<file path="src/rtl/pit_pkg.sv">
package pit_pkg;

    // Control word bit positions (software visible layout)
    localparam int B_RUN    = 0;
    localparam int B_RELOAD = 1;
    localparam int B_FLAG   = 2;
    localparam int B_IE     = 3;
    localparam int B_OVW    = 4;
    localparam int B_SPARE0 = 5;
    localparam int B_SPARE1 = 6;
    localparam int PRE_LSB  = 8;

    // Byte offsets of the halfword registers
    localparam int OFF_CTRL  = 0;
    localparam int OFF_MOD   = 2;
    localparam int OFF_COUNT = 4;

    typedef enum logic [0:0] {
        ST_IDLE  = 1'b0,
        ST_COUNT = 1'b1
    } cnt_state_e;

endpackage

</file>
<file path="src/rtl/pit_prescaler.sv">
module pit_prescaler #(
    parameter int PRE_W = 4
) (
    input  logic             clk,
    input  logic             rst_n,
    input  logic             run_i,
    input  logic             clear_i,
    input  logic [PRE_W-1:0] pre_i,
    output logic             tick_o
);
    localparam int DIV_W = (1 << PRE_W) + 1;

    logic [DIV_W-1:0] div_q;
    logic [DIV_W-1:0] top;

    always_comb begin
        top    = (DIV_W'(2) << pre_i) - DIV_W'(1);
        tick_o = run_i && (div_q == top);
    end

    always_ff @(posedge clk or negedge rst_n) begin
        if (!rst_n) begin
            div_q <= '0;
        end else if (clear_i) begin
            div_q <= '0;
        end else if (run_i) begin
            div_q <= tick_o ? '0 : div_q + DIV_W'(1);
        end
    end

    // Divide ratio is at least two, so ticks are never adjacent
    assert_no_back_to_back_tick_R3: assert property (@(posedge clk) disable iff (!rst_n)
        (run_i && tick_o) |=> !tick_o);

endmodule

</file>
<file path="src/rtl/pit_counter.sv">
module pit_counter
    import pit_pkg::*;
#(
    parameter int CNT_W = 16
) (
    input  logic             clk,
    input  logic             rst_n,
    input  logic             start_i,
    input  logic             stop_i,
    input  logic             tick_i,
    input  logic             load_i,
    input  logic [CNT_W-1:0] load_val_i,
    input  logic [CNT_W-1:0] start_val_i,
    input  logic [CNT_W-1:0] reload_val_i,
    output logic [CNT_W-1:0] count_o,
    output logic             expire_o,
    output logic             running_o
);
    cnt_state_e       state_q, state_d;
    logic [CNT_W-1:0] cnt_q, cnt_d;

    // Next-state process
    always_comb begin
        state_d = state_q;
        unique case (state_q)
            ST_IDLE:  if (start_i) state_d = ST_COUNT;
            ST_COUNT: if (stop_i)  state_d = ST_IDLE;
            default:  state_d = ST_IDLE;
        endcase
    end

    // State register process
    always_ff @(posedge clk or negedge rst_n) begin
        if (!rst_n) state_q <= ST_IDLE;
        else        state_q <= state_d;
    end

    // Output / datapath process
    always_comb begin
        cnt_d    = cnt_q;
        expire_o = 1'b0;
        unique case (state_q)
            ST_IDLE: begin
                if (start_i)     cnt_d = start_val_i;
                else if (load_i) cnt_d = load_val_i;
            end
            ST_COUNT: begin
                if (stop_i) begin
                    cnt_d = cnt_q;
                end else if (start_i) begin
                    cnt_d = start_val_i;
                end else begin
                    expire_o = tick_i && (cnt_q == '0);
                    if (load_i)        cnt_d = load_val_i;
                    else if (expire_o) cnt_d = reload_val_i;
                    else if (tick_i)   cnt_d = cnt_q - CNT_W'(1);
                end
            end
            default: cnt_d = cnt_q;
        endcase
    end

    always_ff @(posedge clk or negedge rst_n) begin
        if (!rst_n) cnt_q <= '0;
        else        cnt_q <= cnt_d;
    end

    assign count_o   = cnt_q;
    assign running_o = (state_q == ST_COUNT);

    assert_hold_when_idle_R8: assert property (@(posedge clk) disable iff (!rst_n)
        (state_q == ST_IDLE && !start_i && !load_i) |=> $stable(cnt_q));

    assert_step_down_R3: assert property (@(posedge clk) disable iff (!rst_n)
        (state_q == ST_COUNT && tick_i && cnt_q != '0 && !start_i && !stop_i && !load_i)
        |=> (cnt_q == $past(cnt_q) - CNT_W'(1)));

    assert_reload_on_expiry_R6: assert property (@(posedge clk) disable iff (!rst_n)
        (expire_o && !load_i) |=> (cnt_q == $past(reload_val_i)));

    assert_no_expiry_idle_R8: assert property (@(posedge clk) disable iff (!rst_n)
        (state_q == ST_IDLE) |-> !expire_o);

endmodule

</file>
<file path="src/rtl/pit_regs.sv">
module pit_regs
    import pit_pkg::*;
#(
    parameter int ADDR_W = 3,
    parameter int DATA_W = 16,
    parameter int PRE_W  = 4
) (
    input  logic              clk,
    input  logic              rst_n,
    input  logic [ADDR_W-1:0] addr_i,
    input  logic              wr_i,
    input  logic              rd_i,
    input  logic [DATA_W-1:0] wdata_i,
    output logic [DATA_W-1:0] rdata_o,
    input  logic              expire_i,
    input  logic [DATA_W-1:0] count_i,
    output logic [PRE_W-1:0]  pre_o,
    output logic              restart_o,
    output logic              start_o,
    output logic              stop_o,
    output logic [DATA_W-1:0] start_val_o,
    output logic [DATA_W-1:0] reload_val_o,
    output logic              load_o,
    output logic [DATA_W-1:0] load_val_o,
    output logic              irq_o
);
    localparam logic [DATA_W-1:0] PRE_FIELD =
        DATA_W'(((1 << PRE_W) - 1) << PRE_LSB);
    localparam logic [DATA_W-1:0] LOW_BITS =
        (DATA_W'(1) << B_RUN)  | (DATA_W'(1) << B_RELOAD) | (DATA_W'(1) << B_IE) |
        (DATA_W'(1) << B_OVW)  | (DATA_W'(1) << B_SPARE0) | (DATA_W'(1) << B_SPARE1);
    localparam logic [DATA_W-1:0] CFG_KEEP     = PRE_FIELD | LOW_BITS;
    localparam logic [DATA_W-1:0] RESTART_MASK = CFG_KEEP & ~(DATA_W'(1) << B_IE);
    localparam logic [DATA_W-1:0] ALL_ONES     = '1;

    logic [DATA_W-1:0] cfg_q, mod_q;
    logic              flag_q, flag_d;
    logic              wr_ctrl, wr_mod;

    always_comb begin
        wr_ctrl   = wr_i && (addr_i == ADDR_W'(OFF_CTRL));
        wr_mod    = wr_i && (addr_i == ADDR_W'(OFF_MOD));
        restart_o = wr_ctrl && (((cfg_q ^ wdata_i) & RESTART_MASK) != '0);
        start_o   = restart_o && wdata_i[B_RUN];
        stop_o    = restart_o && !wdata_i[B_RUN];
        load_o    = wr_mod && cfg_q[B_OVW];
        load_val_o   = wdata_i;
        start_val_o  = wdata_i[B_RELOAD] ? mod_q : ALL_ONES;
        reload_val_o = cfg_q[B_RELOAD]   ? mod_q : ALL_ONES;
        pre_o        = cfg_q[PRE_LSB +: PRE_W];
    end

    // Expiry flag: hardware set beats software clear
    always_comb begin
        flag_d = flag_q;
        if (expire_i)
            flag_d = 1'b1;
        else if ((wr_ctrl && wdata_i[B_FLAG]) || wr_mod)
            flag_d = 1'b0;
    end

    always_ff @(posedge clk or negedge rst_n) begin
        if (!rst_n) begin
            cfg_q  <= '0;
            mod_q  <= '0;
            flag_q <= 1'b0;
        end else begin
            flag_q <= flag_d;
            if (wr_ctrl) cfg_q <= wdata_i & CFG_KEEP;
            if (wr_mod)  mod_q <= wdata_i;
        end
    end

    always_comb begin
        rdata_o = '0;
        if (rd_i) begin
            unique case (addr_i)
                ADDR_W'(OFF_CTRL):  rdata_o = cfg_q | (DATA_W'(flag_q) << B_FLAG);
                ADDR_W'(OFF_MOD):   rdata_o = mod_q;
                ADDR_W'(OFF_COUNT): rdata_o = count_i;
                default:            rdata_o = '0;
            endcase
        end
    end

    assign irq_o = flag_q && cfg_q[B_IE];

    assert_flag_set_by_hw_only_R4: assert property (@(posedge clk) disable iff (!rst_n)
        $rose(flag_q) |-> $past(expire_i));

    assert_flag_w1c_R4: assert property (@(posedge clk) disable iff (!rst_n)
        (wr_ctrl && wdata_i[B_FLAG] && !expire_i) |=> !flag_q);

    assert_mod_write_clears_R9: assert property (@(posedge clk) disable iff (!rst_n)
        (wr_mod && !expire_i) |=> !flag_q);

    assert_irq_needs_enable_R5: assert property (@(posedge clk) disable iff (!rst_n)
        (wr_ctrl && !wdata_i[B_IE]) |=> !irq_o);

endmodule

</file>
<file path="src/rtl/pit16.sv">
module pit16
    import pit_pkg::*;
#(
    parameter int ADDR_W = 3,
    parameter int DATA_W = 16,
    parameter int PRE_W  = 4
) (
    input  logic              clk,
    input  logic              rst_n,
    input  logic [ADDR_W-1:0] bus_addr,
    input  logic              bus_wr,
    input  logic              bus_rd,
    input  logic [DATA_W-1:0] bus_wdata,
    output logic [DATA_W-1:0] bus_rdata,
    output logic              irq
);
    logic [PRE_W-1:0]  pre;
    logic              restart, start, stop, load, tick, expire, running;
    logic [DATA_W-1:0] start_val, reload_val, load_val, count;

    pit_regs #(.ADDR_W(ADDR_W), .DATA_W(DATA_W), .PRE_W(PRE_W)) u_regs (
        .clk          (clk),
        .rst_n        (rst_n),
        .addr_i       (bus_addr),
        .wr_i         (bus_wr),
        .rd_i         (bus_rd),
        .wdata_i      (bus_wdata),
        .rdata_o      (bus_rdata),
        .expire_i     (expire),
        .count_i      (count),
        .pre_o        (pre),
        .restart_o    (restart),
        .start_o      (start),
        .stop_o       (stop),
        .start_val_o  (start_val),
        .reload_val_o (reload_val),
        .load_o       (load),
        .load_val_o   (load_val),
        .irq_o        (irq)
    );

    pit_prescaler #(.PRE_W(PRE_W)) u_presc (
        .clk     (clk),
        .rst_n   (rst_n),
        .run_i   (running && !restart),
        .clear_i (start),
        .pre_i   (pre),
        .tick_o  (tick)
    );

    pit_counter #(.CNT_W(DATA_W)) u_cnt (
        .clk          (clk),
        .rst_n        (rst_n),
        .start_i      (start),
        .stop_i       (stop),
        .tick_i       (tick),
        .load_i       (load),
        .load_val_i   (load_val),
        .start_val_i  (start_val),
        .reload_val_i (reload_val),
        .count_o      (count),
        .expire_o     (expire),
        .running_o    (running)
    );

endmodule

</file>
<file path="config.mk">
export PLATFORM = sky130hd
export DESIGN_NAME = pit16
export DESIGN_NICKNAME = d
export VERILOG_FILES = /design/src/rtl/pit_pkg.sv /design/src/rtl/pit_prescaler.sv /design/src/rtl/pit_counter.sv /design/src/rtl/pit_regs.sv /design/src/rtl/pit16.sv
export SDC_FILE = /design/constraint.sdc
export NUM_CORES = 1
export LEC_CHECK = 0
export BUFFER_PORTS_ARGS = -buffer_cell sky130_fd_sc_hd__buf_2
export CORE_ASPECT_RATIO = 0.5
export CORE_UTILIZATION = 30
export DETAILED_ROUTE_END_ITERATION = 16
export SLEW_MARGIN = 5
export SYNTH_ARGS = -nofsm -noshare
export SYNTH_HDL_FRONTEND = slang
export SYNTH_SLANG_ARGS = --single-unit
</file>
<file path="constraint.sdc">
create_clock -name clk -period 3.88 [get_ports clk]
set_clock_uncertainty 0.2 [all_clocks]
set_input_delay 0.582 -clock clk [delete_from_list [all_inputs] [get_ports clk]]
set_output_delay 0.582 -clock clk [all_outputs]
set_load 0.05 [all_outputs]
</file>
==> qor.yml, run 1 <==
sta:
  fmax_ghz: 0.266
  relSlewSlack_pct: 31.8
  setup_violations: 0
  rsz0062_at_grt: "yes"
  finalCriticalPeriod_ns: 3.77
  final_max_slew_viol_count: 0
  min_period_over_period_pct: 97.0
  finalHoldViolCount: 0
  tightest_slew_ns: 1.01
worst_setup_path:
  crit_path_max_incr_delay_ns: 0.56
  worst-endpoint-arrival_ns: 3.78
  worstPathRequired_ns: 3.90
  crit_path_max_fanout: 10
  path_class: "reg -> reg"
  cp_cell_sequence: "or4_4 -> ha_4 -> buf_4 -> and2_1 -> a221oi_1 -> xor2_1 -> nand4_1 -> nor4_4 -> buf_6 -> nand3_4 -> or3b_1 -> a32o_1"
  r2r_cells: 12
  critPathTopFamily: "simple AND/OR/NAND/NOR gates"
  worst_setup_path_end_kind: "flip-flop"
  cp-start-kind: "flip-flop"
  crit_buf_inv: 2
  critPathSlowestCell: "or4_4"
  cp.depth: 12
cts:
  cts_root_buf: "clkbuf_16"
  clock_sinks: 61
  cts_max_level: 3
  clock_path_buffers: 2
  cts_tree: "built"
  numCtsBuffers: 9
  cts_hold_buf: 0
  insertion_delay_ns: 0.33
  clk_pin_slew_ns: 0.06
logic_synthesis:
  mappedNetlistArea_um2: 4680
  synthTopCellsByArea: "dfrtp_1 (33%), nor2_1 (4.6%), nand2_1 (4.6%), a21oi_1 (4.5%), xnor2_1 (3.4%)"
  ys_seq_elements: 61
  synth.distinct_cells: 76
  synth_async_sr_flop_share_pct: 100
  synth.most_common_cell: "dfrtp_1"
  synth_top_area_cell: "dfrtp_1"
  synth_commonest_cells: "dfrtp_1 (61), nor2_1 (58), nand2_1 (57), a21oi_1 (42), o21ai_0 (31)"
  ys_seq_area_share_pct: 32.6
  synth_edf_count: 0
  syn_nets: 600
  yosysTopAreaCellShare_pct: 32.6
  netlist_instances: 574
  avgSynthCellArea_um2: 8.16
  ys_warn_count: 0
  ys.flop_type: "dfrtp_1"
placement:
  postPlaceCellArea_um2: 5190
  port_buffers: 39
  dpl.hpwl_mm: 9.77
  dp.cells: 802
  gp_congestion: 0.860
route:
  avgRoutedWirePerCell_um: 17.1
  vias: 4569
  via_per_inst: 5.57
  ant_nets: 0
  wl_mm: 14.0
  dr.pass1.iters: 5
  drc: 0
  drtIter0Drc: 366
cells_and_area:
  nNetsFinal: 644
  design_area_um2: 5570
  final_cells: 820
  drive_gt1_share_pct: 21.2
  diodes: 0
  area_delta_synth_final_pct: 18.9
floorplanning:
  dieArea_um2: 16100
  ios: 40
  die_h_um: 90.4
  core_area_um2: 14900
  fp-row-count: 31
  die_w_um: 179
  initial_core_util_pct: 31.5
run_status:
  outcome: "finished, final reports clean"
power_and_ir_drop:
  p_seq_share_pct: 35.4
  power_density_nw_per_um2: 509
  pwr-share-comb_pct: 37.4
  switching_share_pct: 38.4
  power_switching_w: 0.00109
  p_int_w: 0.00175
  clock_power_share_pct: 27.1
  p_leak_nw: 2.34
  vdd_ir_drop_max_mv: 0.216
global_route:
  grt_max_degree: 42
  grt-ovfl-total: 0
  grt_pass1_vias: 4152
  gr-usage-all-layers_pct: 17.7
  antenna_found_initial: 0
  grt_pass1_wl_mm: 22.6
run:
  cap_violations: 0
min_path:
  holdCritPathClass: "in -> async"
-- worst register-to-register path: cells and delay by family (launching register included) --
family	cells	cell delay, ns
AND/OR/NAND/NOR	6	1.72
AO/OA/AOI/OAI	2	0.62
adder cells (fa/ha/maj)	1	0.19
flip-flops	1	0.37
buffers and inverters	2	0.35
XOR/XNOR	1	0.20
-- power groups by stage --
stage	Clock, W	Combinational (W)	Sequential, W
global route	0.000814	0.00117	0.00103
finish	0.000769	0.00106	0.00100
detailed placement	0	0.00102	0.00101
floorplan	0	0.000812	0.000926
global placement	0	0.00100	0.00100
CTS	0.000781	0.00102	0.000995
-- timing repair --
action / 4_1_cts / 5_1_grt
setup endpoints to repair: 12 / 19
pin swaps: 2 / 10
cloned: 0 / 2
buffers inserted: 0 / 1
gates resized for setup: 2 / 16
-- sequential cells by signal (all words and copies together), names as in the netlist --
register / count
u_cnt.running_o: 1
u_presc.div_q: 17
u_cnt.count_o: 16
u_regs.mod_q: 16
u_regs.flag_q: 1
u_regs.cfg_q: 10
-- layer usage --
metal	share of wire (%)	up-vias	GRT usage, %
met1	47	2208	24.8
met5	0	-	0
li1	-	2200	-
met2	46	146	27.2
met3	5.3	15	3.24
met4	1.5	0	5.51
-- cells in the final DEF (no fill, tap or decap), types with 11 or more instances in the layout --
cell and instances:
inv_1 21, buf_4 32, xnor2_1 17, nand3_1 11
buf_2 41, a31oi_1 24, nand2_1 57, mux2i_1 14
a21oi_1 42, o21ai_0 30, xor2_1 12, nor2_1 57
dfrtp_1 61
-- area by class of cell --
cell class | instances | area (µm²)
Fill cell | 1533 | 9280
Multi-Input combinational cell | 445 | 2920
Clock buffer | 12 | 267
Sequential cell | 61 | 1530
Inverter | 22 | 82.6
Clock inverter | 3 | 20.0
Tap cell | 198 | 248
Timing Repair Buffer | 79 | 513
-- cell families after synthesis --
| group | count (synthesis) | synth area share [%] |
|---|---|---|
| AOI/OAI and AO/OA | 171 | 24.4 |
| xor gates and xnor gates | 30 | 5.61 |
| adders and majority gates | 3 | 0.801 |
| buffers and inverters | 68 | 6.76 |
| DFF | 61 | 32.6 |
| muxes | 23 | 5.15 |
| and+or+nand+nor | 218 | 24.7 |
-- stage by stage --
step                setup TNS [ns]  hold WS (ns)  utilization, %  setup WS [ns]  power [W]
floorplan                        0        0.0864               -          0.136    0.00174
global placement            -0.321         0.290            35.0         -0.153    0.00201
detailed placement          -0.951         0.313            35.0         -0.201    0.00202
CTS                              0        0.0225            36.9         0.0297    0.00280
global route                -0.216        0.0493            37.5        -0.0702    0.00301
finish                           0        0.0102            37.5          0.115    0.00283
-- worst paths after layout --
check	start	endpoint	slack [ns]
setup reg to reg	u_regs.cfg_q[8]$_DFFE_PN0P_	u_cnt.count_o[2]$_DFFE_PN0P_	0.11
hold reg to reg	u_regs.cfg_q[3]$_DFFE_PN0P_	u_regs.cfg_q[3]$_DFFE_PN0P_	0.32
hold / removal	rst_n	u_regs.cfg_q[6]$_DFFE_PN0P_	0.01
setup / recovery	u_regs.cfg_q[8]$_DFFE_PN0P_	u_cnt.count_o[2]$_DFFE_PN0P_	0.11
min in group clk	bus_wdata[7]	u_regs.mod_q[7]$_DFFE_PN0P_	0.28
max in group asynchronous	rst_n	u_presc.div_q[1]$_DFFE_PN0P_	2.53
No activity file was read; power rests on OpenSTA's default activity.
==> inputs of run 2 (changes only) <==
- REMOVE_ABC_BUFFERS: not set -> 1
==> qor.yml, run 2 (synthesis gave the netlist of run 1 again) <==
cts:
  cts_tree: "built"  # unchanged
  cts_root_buf: "clkbuf_16"  # unchanged
  clk_pin_slew_ns: 0.06  # about the same
  clock_path_buffers: 2  # unchanged
  cts_max_level: 3  # unchanged
  cts_hold_buf: 0  # unchanged
  insertion_delay_ns: 0.33  # about the same
  numCtsBuffers: 9  # unchanged
  clock_sinks: 61  # unchanged
global_route:
  gr-usage-all-layers_pct: 18.2  # was 17.7%
  antenna_found_initial: 0  # unchanged
  grt-ovfl-total: 0  # unchanged
  grt_pass1_wl_mm: 23.2  # was 22.6 mm
  grtUsageMet1_pct: 24.8  # about the same
  grt_pass1_vias: 4391  # was 4152
  grt_busiest_layer: "met2"  # unchanged
  grt_use_met2_pct: 28.7  # was 27.2%
  grt_max_degree: 43  # was 42
  grtUsageMet3_pct: 3.03  # was 3.24%
sta:
  finalHoldViolCount: 0  # unchanged
  fmax_ghz: 0.266  # about the same
  tightest_slew_ns: 1.19  # was 1.01 ns
  final_max_slew_viol_count: 0  # unchanged
  rsz0062_at_grt: "no"  # was yes
  finalCriticalPeriod_ns: 3.75  # was 3.77 ns
  relSlewSlack_pct: 20.3  # was 31.8%
  setup_violations: 0  # unchanged
  min_period_over_period_pct: 96.7  # was 97.0%
cells_and_area:
  layout_common_cells: "dfrtp_1 (61), nand2_1 (57), nor2_1 (57)"  # unchanged
  final_util_pct: 37.9  # was 37.5%
  regMostFlops: "u_presc.div_q"  # unchanged
  area_delta_synth_final_pct: 20.3  # was 18.9%
  final_common_cell: "dfrtp_1"  # unchanged
  diodes: 0  # unchanged
  fillCellCount: 1495  # was 1533
  drive_gt1_share_pct: 21.4  # was 21.2%
  largest_register_ffs: 17  # unchanged
  design_area_um2: 5640  # was 5570 µm²
  nNetsFinal: 647  # was 644
route:
  vias: 4612  # was 4569
  drtIter0Drc: 273  # was 366
  dr.pass1.iters: 5  # unchanged
  via_per_inst: 5.60  # was 5.57
  ant_nets: 0  # unchanged
  drc: 0  # unchanged
  wl_mm: 14.3  # was 14.0 mm
  avgRoutedWirePerCell_um: 17.4  # was 17.1 µm
power_and_ir_drop:
  finalPower_w: 0.00295  # was 0.00283 W
  p_leak_nw: 2.38  # was 2.34 nW
  power_density_nw_per_um2: 523  # was 509 nW/µm²
  vdd_ir_drop_max_mv: 0.215  # was 0.216 mV
worst_setup_path:
  worstPathRequired_ns: 3.90  # about the same
  cp_cell_sequence: "or4_4 -> ha_4 -> or4_1 -> a21oi_2 -> a31oi_1 -> a211o_1 -> nor4_4 -> buf_6 -> nand3_2 -> or3b_1 -> a32o_1"  # was or4_4 -> ha_4 -> buf_4 -> and2_1 -> a221oi_1 -> xor2_1 -> nand4_1 -> nor4_4 -> buf_6 -> nand3_4 -> or3b_1 -> a32o_1
  critPathSlowestCell: "or4_1"  # was or4_4
  path_class: "reg -> reg"  # unchanged
  crit_buf_inv: 1  # was 2
  critPathTopFamily: "simple AND/OR/NAND/NOR gates"  # unchanged
  cp-start-kind: "flip-flop"  # unchanged
  crit_path_max_fanout: 5  # was 10
  crit_path_max_incr_delay_ns: 0.58  # was 0.56 ns
  worst_setup_path_end_kind: "flip-flop"  # unchanged
  worst-endpoint-arrival_ns: 3.77  # was 3.78 ns
floorplanning:
  ios: 40  # unchanged
  die_h_um: 90.4  # unchanged
  fp-row-count: 31  # unchanged
  dieArea_um2: 16100  # unchanged
  die_w_um: 179  # unchanged
  core_area_um2: 14900  # unchanged
  initial_core_util_pct: 31.5  # unchanged
min_path:
  holdCritPathClass: "in -> async"  # unchanged
placement:
  postPlaceCellArea_um2: 5200  # was 5190 µm²
  port_buffers: 39  # unchanged
  gp_congestion: 0.844  # was 0.860
  dpl.hpwl_mm: 9.96  # was 9.77 mm
run_status:
  outcome: "finished, final reports clean"  # unchanged
run:
  cap_violations: 0  # unchanged
==> run 2: cell count changes in the layout (fill, tap and decap cells not counted), moves of 2 or more <==
cell       before  now
buf_4          32   40
buf_6           6    2
a2111oi_0       2    0
buf_2          41   39
==> run 2: timing repair <==
| item | 4_1_cts | 5_1_grt |
|---|---|---|
| hold endpoints to repair | 0 | 0 |
| pin swaps | 1 | 2 |
| setup endpoints to repair | 26 | 23 |
| resized for setup | 4 | 11 |
| buffers inserted | 3 | 3 |
==> run 2: final cells by class <==
class,count,area [µm²],share of cell area [%]
multi-input cells,445,2930,52.0
well taps,198,248,4.40
clock inverters,3,42.5,0.755
inverters,22,82.6,1.47
repair buffers,82,538,9.54
clock buffers,13,270,4.79
flip-flops and latches,61,1530,27.1
==> run 2: per-layer routing <==
metal  vias to the layer above  wire length (µm)
met5                         -                 0
met4                         0               274
li1                       2193                 -
met1                      2253              6640
met2                       140              6720
met3                        26               698
==> run 2: worst reg2reg max path: cells and delay by family (launching register included) <==
| family | cells | cell delay, ns |
|---|---|---|
| buffers and inverters | 1 | 0.17 |
| adder cells (fa/ha/maj) | 1 | 0.19 |
| AND/OR/NAND/NOR | 5 | 1.93 |
| flip-flops | 1 | 0.37 |
| AO/OA/AOI/OAI | 4 | 0.79 |
==> run 2: report_power, final <==
part           internal [W]  total [W]  switching (W)
combinational      0.000487    0.00109       0.000605
clock              0.000549   0.000852       0.000302
sequential         0.000788    0.00100       0.000214
total               0.00182    0.00295        0.00112
==> run 2: path summary, 6_finish.rpt <==
kind | slack (ns) | from | cells past startpoint | end
hold / removal | 0.23 | rst_n | 1 | u_cnt.count_o[1]$_DFFE_PN0P_
max in group asynchronous | 2.39 | rst_n | 2 | u_presc.div_q[10]$_DFFE_PN0P_
min in group clk | 0.28 | bus_wdata[15] | 3 | u_regs.mod_q[15]$_DFFE_PN0P_
hold reg to reg | 0.30 | u_regs.cfg_q[3]$_DFFE_PN0P_ | 2 | u_regs.cfg_q[3]$_DFFE_PN0P_
setup reg to reg | 0.13 | u_regs.cfg_q[11]$_DFFE_PN0P_ | 11 | u_cnt.count_o[2]$_DFFE_PN0P_
setup / recovery | 0.13 | u_regs.cfg_q[11]$_DFFE_PN0P_ | 11 | u_cnt.count_o[2]$_DFFE_PN0P_
==> run 2: stage by stage <==
step                      hold slack (ns)  setup WS, ns  TNS [ns]  std cells
final                               0.227         0.127         0        824
after global routing                0.287       0.00455         0        824
after CTS                           0.254        0.0241         0        821
after detailed placement            0.289        -0.279     -2.48        802
after global placement              0.278        -0.177    -0.897        802
after floorplan                    0.0864        -0.880    -17.86        528
==> inputs of run 3 (changes only) <==
- SETUP_SLACK_MARGIN: not set -> 0.4
==> qor.yml, run 3 (synthesis gave the netlist of run 1 again) <==
global_route:
  antenna_found_initial: 0  # unchanged
  grt_busiest_layer: "met2"  # unchanged
  grt_pass1_wl_mm: 23.5  # was 23.2 mm
  grt_use_met2_pct: 29.0  # was 28.7%
  grtUsageMet1_pct: 25.2  # was 24.8%
  grt-ovfl-total: 0  # unchanged
  grtUsageMet3_pct: 3.07  # was 3.03%
  grt_max_degree: 43  # unchanged
  grt_pass1_vias: 4440  # was 4391
  gr-usage-all-layers_pct: 18.5  # was 18.2%
cts:
  clock_path_buffers: 2  # unchanged
  insertion_delay_ns: 0.33  # about the same
  clock_sinks: 61  # unchanged
  numCtsBuffers: 9  # unchanged
  cts_max_level: 3  # unchanged
  clk_pin_slew_ns: 0.06  # about the same
  cts_tree: "built"  # unchanged
  cts_root_buf: "clkbuf_16"  # unchanged
cells_and_area:
  final_util_pct: 39.1  # was 37.9%
  regMostFlops: "u_presc.div_q"  # unchanged
  final_cells: 830  # was 824
  nNetsFinal: 653  # was 647
  layout_common_cells: "dfrtp_1 (61), nand2_1 (57), nor2_1 (56)"  # was dfrtp_1 (61), nand2_1 (57), nor2_1 (57)
  drive_gt1_share_pct: 24.4  # was 21.4%
  design_area_um2: 5810  # was 5640 µm²
  area_delta_synth_final_pct: 24.0  # was 20.3%
  final_common_cell: "dfrtp_1"  # unchanged
  diodes: 0  # unchanged
  largest_register_ffs: 17  # unchanged
sta:
  tightest_slew_ns: 1.02  # was 1.19 ns
  final_max_slew_viol_count: 0  # unchanged
  finalHoldViolCount: 0  # unchanged
  fmax_ghz: 0.274  # was 0.266 GHz
  finalCriticalPeriod_ns: 3.64  # was 3.75 ns
  relSlewSlack_pct: 32.2  # was 20.3%
  setup_violations: 0  # unchanged
  min_period_over_period_pct: 93.9  # was 96.7%
  rsz0062_at_grt: "yes"  # was no
power_and_ir_drop:
  clock_power_share_pct: 28.4  # was 28.9%
  p_leak_nw: 2.42  # was 2.38 nW
  pwr-share-comb_pct: 38.3  # was 37.1%
  finalPower_w: 0.00300  # was 0.00295 W
  switching_share_pct: 38.2  # was 38.1%
  vdd_ir_drop_max_mv: 0.224  # was 0.215 mV
  p_int_w: 0.00186  # was 0.00182 W
  power_density_nw_per_um2: 517  # was 523 nW/µm²
  power_switching_w: 0.00115  # was 0.00112 W
  p_seq_share_pct: 33.4  # was 34.0%
floorplanning:
  fp-row-count: 31  # unchanged
  die_h_um: 90.4  # unchanged
  core_area_um2: 14900  # unchanged
  die_w_um: 179  # unchanged
  ios: 40  # unchanged
  initial_core_util_pct: 31.5  # unchanged
  dieArea_um2: 16100  # unchanged
run:
  cap_violations: 0  # unchanged
worst_setup_path:
  worst_setup_path_end_kind: "flip-flop"  # unchanged
  crit_path_max_fanout: 7  # was 5
  crit_path_max_incr_delay_ns: 0.68  # was 0.58 ns
  rr_endpoint: "u_presc.div_q[9]$_DFFE_PN0P_"  # was u_cnt.count_o[2]$_DFFE_PN0P_
  critPathSlowestCell: "or4b_2"  # was or4_1
  r2r_start: "u_regs.cfg_q[11]$_DFFE_PN0P_"  # unchanged
  r2r_cells: 13  # was 11
  worst-endpoint-arrival_ns: 3.70  # was 3.77 ns
  worstPathRequired_ns: 3.93  # was 3.90 ns
  critPathMostFrequentCell: "buf_6"
  cp_cell_sequence: "or4_4 -> ha_4 -> or4b_2 -> a211oi_2 -> a2111o_1 -> a211o_1 -> nor4_4 -> buf_4 -> buf_6 -> buf_8 -> buf_6 -> or3_1 -> a31oi_1"  # was or4_4 -> ha_4 -> or4_1 -> a21oi_2 -> a31oi_1 -> a211o_1 -> nor4_4 -> buf_6 -> nand3_2 -> or3b_1 -> a32o_1
  path_class: "reg -> reg"  # unchanged
  cp-start-kind: "flip-flop"  # unchanged
  r2r_slack_ns: 0.24  # was 0.13 ns
route:
  via_per_inst: 5.66  # was 5.60
  avgRoutedWirePerCell_um: 17.5  # was 17.4 µm
  drc: 0  # unchanged
  dr.pass1.iters: 5  # unchanged
  vias: 4695  # was 4612
  ant_nets: 0  # unchanged
  drtIter0Drc: 335  # was 273
  wl_mm: 14.5  # was 14.3 mm
placement:
  gp_congestion: 0.844  # unchanged
  dpl.hpwl_mm: 9.96  # unchanged
  postPlaceCellArea_um2: 5200  # unchanged
  dp.cells: 802  # unchanged
  port_buffers: 39  # unchanged
run_status:
  outcome: "finished, final reports clean"  # unchanged
min_path:
  holdCritPathClass: "in -> async"  # unchanged
run 3: changes by cell type in the layout (fill, tap and decap cells not counted), moves of 3 or more:
cell | before | now
o21ai_0 | 31 | 27
a21oi_1 | 41 | 38
buf_6 | 2 | 6
buf_4 | 40 | 37
nor2_4 | 1 | 5
a21oi_2 | 1 | 4
run 3: power by group through the flow:
stage	clock network, W	logic, W	registers [W]
after floorplan	0	0.000703	0.000983
after global placement	0	0.00103	0.00100
after detailed placement	0	0.00105	0.00100
after CTS	0.000861	0.00109	0.000995
after global routing	0.000893	0.00127	0.00102
final	0.000851	0.00115	0.00100
run 3: stage by stage:
step / hold WS [ns] / worst slack (ns) / setup TNS [ns]
final: 0.225 / 0.236 / 0
after global placement: 0.278 / -0.177 / -0.897
after floorplan: 0.0864 / -0.880 / -17.86
after CTS: 0.254 / 0.249 / 0
after detailed placement: 0.289 / -0.279 / -2.48
after global routing: 0.287 / 0.0890 / 0
run 3: worst max-delay path by stage:
stage / cells past startpoint / endpoint / slack, ns / from
2_1_floorplan: 10 / u_cnt.count_o[9]$_DFFE_PN0P_ / -0.88 / u_regs.cfg_q[11]$_DFFE_PN0P_
3_3_place_gp: 10 / u_presc.div_q[6]$_DFFE_PN0P_ / -0.18 / u_regs.cfg_q[11]$_DFFE_PN0P_
3_5_place_dp: 10 / u_presc.div_q[6]$_DFFE_PN0P_ / -0.28 / u_regs.cfg_q[11]$_DFFE_PN0P_
4_1_cts: 12 / u_cnt.count_o[2]$_DFFE_PN0P_ / 0.25 / u_regs.cfg_q[9]$_DFFE_PN0P_
5_1_grt: 12 / u_cnt.count_o[2]$_DFFE_PN0P_ / 0.09 / u_regs.cfg_q[11]$_DFFE_PN0P_
6_report: 13 / u_presc.div_q[9]$_DFFE_PN0P_ / 0.24 / u_regs.cfg_q[11]$_DFFE_PN0P_
run 3: layer usage:
| metal | routed length (µm) | up-vias |
|---|---|---|
| li1 | - | 2208 |
| met4 | 287 | 0 |
| met2 | 6810 | 149 |
| met1 | 6810 | 2316 |
| met5 | 0 | - |
| met3 | 621 | 22 |
run 3: critical path, delay by kind of cell, from the launching register on:
| family | cells | cell delay (ns) |
|---|---|---|
| and+or+nand+nor | 4 | 1.64 |
| AOI/OAI and AO/OA | 4 | 0.61 |
| buffers and inverters | 4 | 0.52 |
| DFF | 1 | 0.37 |
| adders and majority gates | 1 | 0.20 |
run 3: area by class of cell:
| class | instances | area, µm² |
|---|---|---|
| Tap cell | 198 | 248 |
| Timing Repair Buffer | 85 | 591 |
| Clock inverter | 3 | 42.5 |
| Multi-Input combinational cell | 448 | 3050 |
| Fill cell | 1481 | 9050 |
| Clock buffer | 13 | 270 |
| Sequential cell | 61 | 1530 |
| Inverter | 22 | 82.6 |
run 3: repair_timing:
action	in CTS	in global routing
hold buffers	0	0
setup endpoints to repair	34	34
pin swaps	20	20
cloned	1	2
gates resized for setup	21	28
buffers inserted	7	2
